[config.mk]
export PLATFORM = sky130hd
export DESIGN_NAME = ddr_bi_bank_timer
export DESIGN_NICKNAME = d
export VERILOG_FILES = /design/src/rtl/ddr_bi_pkg.sv /design/src/rtl/ddr_bi_bank_timer.sv
export SDC_FILE = /design/constraint.sdc
export NUM_CORES = 1
export LEC_CHECK = 0
export BUFFER_PORTS_ARGS = -buffer_cell sky130_fd_sc_hd__buf_2
export CAP_MARGIN = 20
export CORE_MARGIN = 2
export CORE_UTILIZATION = 60
export DETAILED_ROUTE_END_ITERATION = 8
export MAX_ROUTING_LAYER = met4
export PLACE_DENSITY_LB_ADDON = 0.25
export SETUP_SLACK_MARGIN = 0.2
export SKIP_LAST_GASP = 1
export SLEW_MARGIN = 10
export SYNTH_ARGS = -nofsm -noshare
export SYNTH_HDL_FRONTEND = slang
export SYNTH_SLANG_ARGS = --single-unit
[constraint.sdc]
create_clock -name clk -period 9.4 [get_ports clk]
set_input_delay 1.88 -clock clk [delete_from_list [all_inputs] [get_ports clk]]
set_output_delay 1.88 -clock clk [all_outputs]
set_load 0.02 [all_outputs]
[src/rtl/ddr_bi_pkg.sv]
package ddr_bi_pkg;

    typedef enum logic [2:0] {
        CMD_NOP  = 3'd0,
        CMD_RD   = 3'd1,
        CMD_RDA  = 3'd2,
        CMD_WR   = 3'd3,
        CMD_WRA  = 3'd4,
        CMD_PRE  = 3'd5,
        CMD_RSV6 = 3'd6,
        CMD_RSV7 = 3'd7
    } cmd_e;

    typedef enum logic [2:0] {
        ERR_NONE      = 3'd0,
        ERR_CLASS     = 3'd1,
        ERR_BL4       = 3'd2,
        ERR_OFFSET    = 3'd3,
        ERR_AUTOPRE   = 3'd4,
        ERR_EARLY_PRE = 3'd5
    } err_e;

    localparam int MAX_HALF    = 4;   // BL/2 for burst length 8
    localparam int MIN_HALF    = 2;   // BL/2 for burst length 4
    localparam int INTR_OFFSET = 2;   // only legal interrupt spacing
    localparam int AGE_W       = $clog2(MAX_HALF + 1);

    typedef struct packed {
        logic             wr;
        logic             ap;
        logic [AGE_W-1:0] age;
    } burst_s;

    function automatic logic is_col(cmd_e c);
        return (c == CMD_RD) || (c == CMD_RDA) || (c == CMD_WR) || (c == CMD_WRA);
    endfunction

    function automatic logic is_wr(cmd_e c);
        return (c == CMD_WR) || (c == CMD_WRA);
    endfunction

    function automatic logic is_ap(cmd_e c);
        return (c == CMD_RDA) || (c == CMD_WRA);
    endfunction

endpackage

[src/rtl/ddr_bi_bank_timer.sv]
module ddr_bi_bank_timer
    import ddr_bi_pkg::*;
#(
    parameter int NUM_BANKS = 4,
    parameter int BANK_W    = 2,
    parameter int LAT_W     = 4
) (
    input  logic              clk,
    input  logic              rst,
    input  cmd_e              cmd,
    input  logic [BANK_W-1:0] bank,
    input  logic              bl8,
    input  logic [LAT_W-1:0]  al,
    input  logic [LAT_W-1:0]  wl,
    input  logic [LAT_W-1:0]  twr,
    output logic              early_pre
);

    localparam int CNT_W = LAT_W + 2;

    logic [CNT_W-1:0] half;
    logic [CNT_W-1:0] rd_req;
    logic [CNT_W-1:0] wr_req;
    logic [CNT_W-1:0] new_req;
    logic [CNT_W-1:0] cnt [NUM_BANKS];

    assign half    = bl8 ? CNT_W'(MAX_HALF) : CNT_W'(MIN_HALF);
    assign rd_req  = CNT_W'(al) + half;
    assign wr_req  = CNT_W'(wl) + half + CNT_W'(twr);
    assign new_req = (is_wr(cmd) ? wr_req : rd_req) - CNT_W'(1);

    for (genvar b = 0; b < NUM_BANKS; b++) begin : g_bank
        logic [CNT_W-1:0] dec;
        logic             hit;

        assign dec = (cnt[b] == '0) ? '0 : cnt[b] - CNT_W'(1);
        assign hit = is_col(cmd) && (bank == BANK_W'(b));

        always_ff @(posedge clk) begin
            if (rst)
                cnt[b] <= '0;
            else if (hit)
                cnt[b] <= (new_req > dec) ? new_req : dec;
            else
                cnt[b] <= dec;
        end

        // without a new column command the wait only counts down by one
        p_cnt_decay_r10: assert property (@(posedge clk) disable iff (rst)
            (!hit && cnt[b] != '0) |=> cnt[b] == $past(cnt[b]) - CNT_W'(1));
    end

    assign early_pre = (cmd == CMD_PRE) && (cnt[bank] != '0);

endmodule

Word-level counts from Yosys, hierarchy flattened

Memory sizes are Yosys's and may differ from the RTL's.
Cells that the tools add are included.

Memory bits (writable): 24
Word-level logic and storage cells: 88
Register bits: 0
Memories kept: 1
Output and inout bits: 1

Memory list:

| memory | depth | width | rd ports | clocked after Yosys merged registers in | wr ports | line                    | source |
|---|---|---|---|---|---|---|---|
| cnt    | 4     | 6     | 5        | 0                                       | 4        | ddr_bi_bank_timer.sv:25 | `logic [CNT_W-1:0] cnt [NUM_BANKS];` |

Mux-type cells: 44
Bitwise operators: 8
Magnitude comparators: 4
$add $sub $neg: 8
Reduce and logical (&&, ||, !) cells: 15
Equality and inequality tests: 8

Operators with widths:

| cell                                                                | count |
|---|---|
| 6-bit 2-to-1 mux                                                    | 17 |
| 6-bit by 1-bit subtractor with 6-bit output (second input constant) | 5 |
| 1-bit 2-to-1 mux                                                    | 26 |
| 6-bit > comparator                                                  | 4 |
| 6-bit zero test                                                     | 4 |
| 4-bit by 3-bit adder with 5-bit output                              | 2 |
| 1-bit OR                                                            | 8 |
| 5-bit by 4-bit adder with 6-bit output                              | 1 |
| 3-bit by 2-bit == test with 1-bit output (second input constant)    | 2 |
| 3-bit == test (second input constant)                               | 2 |
| 6-bit nonzero test                                                  | 1 |
| 1-bit logical AND                                                   | 5 |
| 2-bit == test (second input constant)                               | 2 |
| 1-bit logical OR                                                    | 4 |
| 3-bit by 1-bit == test with 1-bit output (second input constant)    | 1 |
| 3-bit 2-to-1 mux                                                    | 1 |
| 2-bit by 1-bit == test with 1-bit output (second input constant)    | 1 |
| 2-bit zero test                                                     | 1 |

Logic depth before layout (Yosys ltp)

Depth after elaboration: 10
Mapped depth: 19
Gate-level depth less buffers: 18

Worst setup path before layout

Ideal clock, no wire load.

Path type: input to register
Start point: input port bl8
End point: memory cnt[2][1] (netlist name) (data pin)
Setup slack: 3.358 ns
Data required time: 9.140 ns
Buffers on the path: 0
Library setup time: 0.260 ns
Arrival time: 5.782 ns
Stages on the path: 16
Path through: inv_1 fa_1 ha_1 fa_1 nor2b_1 a31o_2 a22o_1 mux2i_1 a21oi_1 ha_1 a21oi_1 nand2b_1 o211a_1 a21o_1 a221oi_4 mux2_4

RTL lines:

| what        | line                    | source |
|---|---|---|
| from (decl) | ddr_bi_bank_timer.sv:12 | `input logic bl8,` |
| to (decl)   | ddr_bi_bank_timer.sv:25 |  |

==> key figures <==
Timing
  • Fin crit period: 6.30 ns
  • Max_slew headroom: 0.534
  • Fin. Hold Viols: 0
  • Pins Over Slew Limit: 0
  • Final worst path period share: 0.670
  • Fmax achieved: 159 MHz
  • RSZ-0062 raised after global routing: no
  • PnR worst setup slack: 3.10 ns
  • Final setup viols: 0
  • Clock Skews: 0.00361 ns
  • Slew @ Worst Pin: 0.694 ns
  • Setup total negative slack: 0 ns

Pwr
  • Worst ir drop on vdd: 104 uV
  • Leakage power total: 1.55 nW
  • PwrDens: 153 nW/um2

Place
  • GP Congestion: 0.899
  • Port Buffers: 20
  • Pre-CTS WS: 2.81 ns
  • Placed Cells: 429
  • Placement-stage cell area: 3220 um2
  • HPWL Detailed: 5250 um

Setup path
  • Slowest stage delay, CP: 0.63 ns
  • WS Path Type: in2reg
  • Crit-path cells: buf_2, inv_1, fa_1, ha_1, fa_1, nor2b_1, a31o_2, a22o_1, mux2i_1, a21oi_1, ha_1, a21oi_1, nand2b_1, o211a_1, a21o_1, a221oi_4, mux2_4
  • Startpoint class of the critical path: primary input
  • Crit-path slowest cell: fa_1
  • WP data required: 9.43 ns
  • Worst Path Arrival: 6.33 ns
  • Peak fanout along the critical path: 6
  • Worst setup EP type: flip-flop

Yosys
  • Top post-synthesis cells by count: ha_1, mux2i_1, edfxtp_1, nor2_1, nand2_1
  • Most frequent cell after synthesis: ha_1
  • Post-synth top flop: edfxtp_1
  • Post-synth top area share: 0.241
  • Sequential area share after synthesis: 0.241
  • Syn avg cell area: 9.17 um2
  • Post-Synthesis Cell Area: 2990 um2
  • Ranking of synthesized cells by area: edfxtp_1, ha_1, mux2i_1
  • EDFF count, synth: 24
  • Synth Register Bits: 24
  • Yosys cell types: 61
  • Yosys Warn Count: 0
  • Async S/R FF share, synth: 0
  • Post-Syn Instances: 326
  • Post-synth top area cell: edfxtp_1

Die
  • CORE AREA: 4750 um2
  • Initial Utilization: 0.628
  • Die W: 74.6 um
  • Die ar.: 5560 um2
  • # rows: 25
  • Ports: 21
  • Die Ht: 74.6 um

Min path
  • Worst hold path class: reg2reg

Layout
  • Antenna diode count: 0
  • Top flop regs: cnt (24)
  • Nets: 426
  • Area growth, synth to finish: 10.1%
  • Final instance area: 3290 um2
  • Final Instance Count excl. Fillers: 433
  • Largest Register: cnt
  • Layout cells sized above 1: 0.158
  • Max FFs per register: 24

Global routing
  • Vias in the first global route: 2432
  • Total global-route track usage: 0.269
  • Grt ovf: 0
  • Largest net degree at the start of global routing: 22
  • Initial antenna violation count: 0
  • Met2 Usage GRT: 0.454
  • Met1 usage in global routing: 0.335
  • First-pass GRT wire length: 11000 um
  • GRT met3 Usage: 0.0325
  • Top Usage Layer GRT: met2

Detailed routing
  • Final ANT Viol Nets: 0
  • Vias post-DR: 2544
  • Initial DRC Count: 137
  • Drt via density: 5.88
  • Post-Route WL: 6640 um
  • # DRC: 0
  • Drt wl/cell: 15.3 um
  • TritonRoute pass-1 iters: 5

Clock network
  • Post-CTS Setup Bufs: 0
  • CTS root buffer: clkbuf_8
  • H-tree levels: 1
  • Skew-Pair Late Insertion Delay: 0.27 ns
  • Clock Sinks: 24
  • Num CTS Buffers: 3
  • Worst-path clk slew: 0.09 ns
  • TritonCTS clock tree: yes
  • Max Root-Sink Buffers: 2
  • CTS hold repair buffers: 0
  • Post-cts resize count: 0

Run
  • Max Cap Viol: 0

Outcome
  • Status: finished, final reports clean
-- where the power goes --
part           switching [mW]  total, mW  internal [mW]
clock network          0.0361     0.0931         0.0570
registers              0.0111      0.146          0.134
logic                   0.146      0.265          0.120
total                   0.193      0.504          0.311
-- critical path, delay by kind of cell --
family	cells	cell delay [ns]
AO/OA/AOI/OAI	7	1.88
adder cells (fa/ha/maj)	4	1.63
multiplexers	2	0.47
buffers and inverters	2	0.25
AND/OR/NAND/NOR	2	0.21
-- final cells by class --
cell class | instances | area [um2]
inverter | 21 | 78.8
tap | 67 | 83.8
clock buffer | 3 | 41.3
fill | 405 | 1470
clock inverter | 1 | 30.0
multi-input combinational | 296 | 2230
sequential | 24 | 721
timing repair buffer | 21 | 108
-- path summary, 6_finish.rpt --
kind / from / endpoint / slack [ns] / cells after the start
min: cnt[2][0] / cnt[2][0] / 0.75 / 3
min reg2reg: cnt[2][0] / cnt[2][0] / 0.75 / 3
max: bl8 / cnt[2][1] / 3.10 / 17
max reg2reg: cnt[2][0] / cnt[2][1] / 6.13 / 12
-- stage by stage --
step | util | power [mW] | hold WS, ns
6_report | 0.692 | 0.504 | 0.753
5_1_grt | 0.692 | 0.543 | 0.816
4_1_cts | 0.692 | 0.505 | 0.749
3_5_place_dp | 0.677 | 0.408 | 0.737
3_3_place_gp | 0.677 | 0.397 | 0.731
2_1_floorplan | - | 0.352 | 0.683
-- per-layer routing --
layer  vias up  wire [um]
met5         -          0
met4         0        146
met3        17        353
met2        65       3180
met1      1194       2960
li1       1268          -
-- cell families after synthesis --
group / after synthesis / share of synthesized area
fa+ha+maj: 39 / 0.173
xor+xnor: 7 / 0.0205
simple gates: 125 / 0.226
buf+inv: 29 / 0.0423
compound gates: 69 / 0.181
flops: 24 / 0.241
other cells: 1 / 0.00126
mux: 32 / 0.115
-- cell usage in the layout, fill, tap and decap left out, drive strengths merged, types with 9 or more instances in the layout --
cell type,count
buf,21
nor2b,9
or2,13
edfxtp,24
nor3,15
a21oi,20
nor2,24
ha,35
inv,20
conb,24
mux2i,26
nand2,21
(Power assumes the default switching activity.)
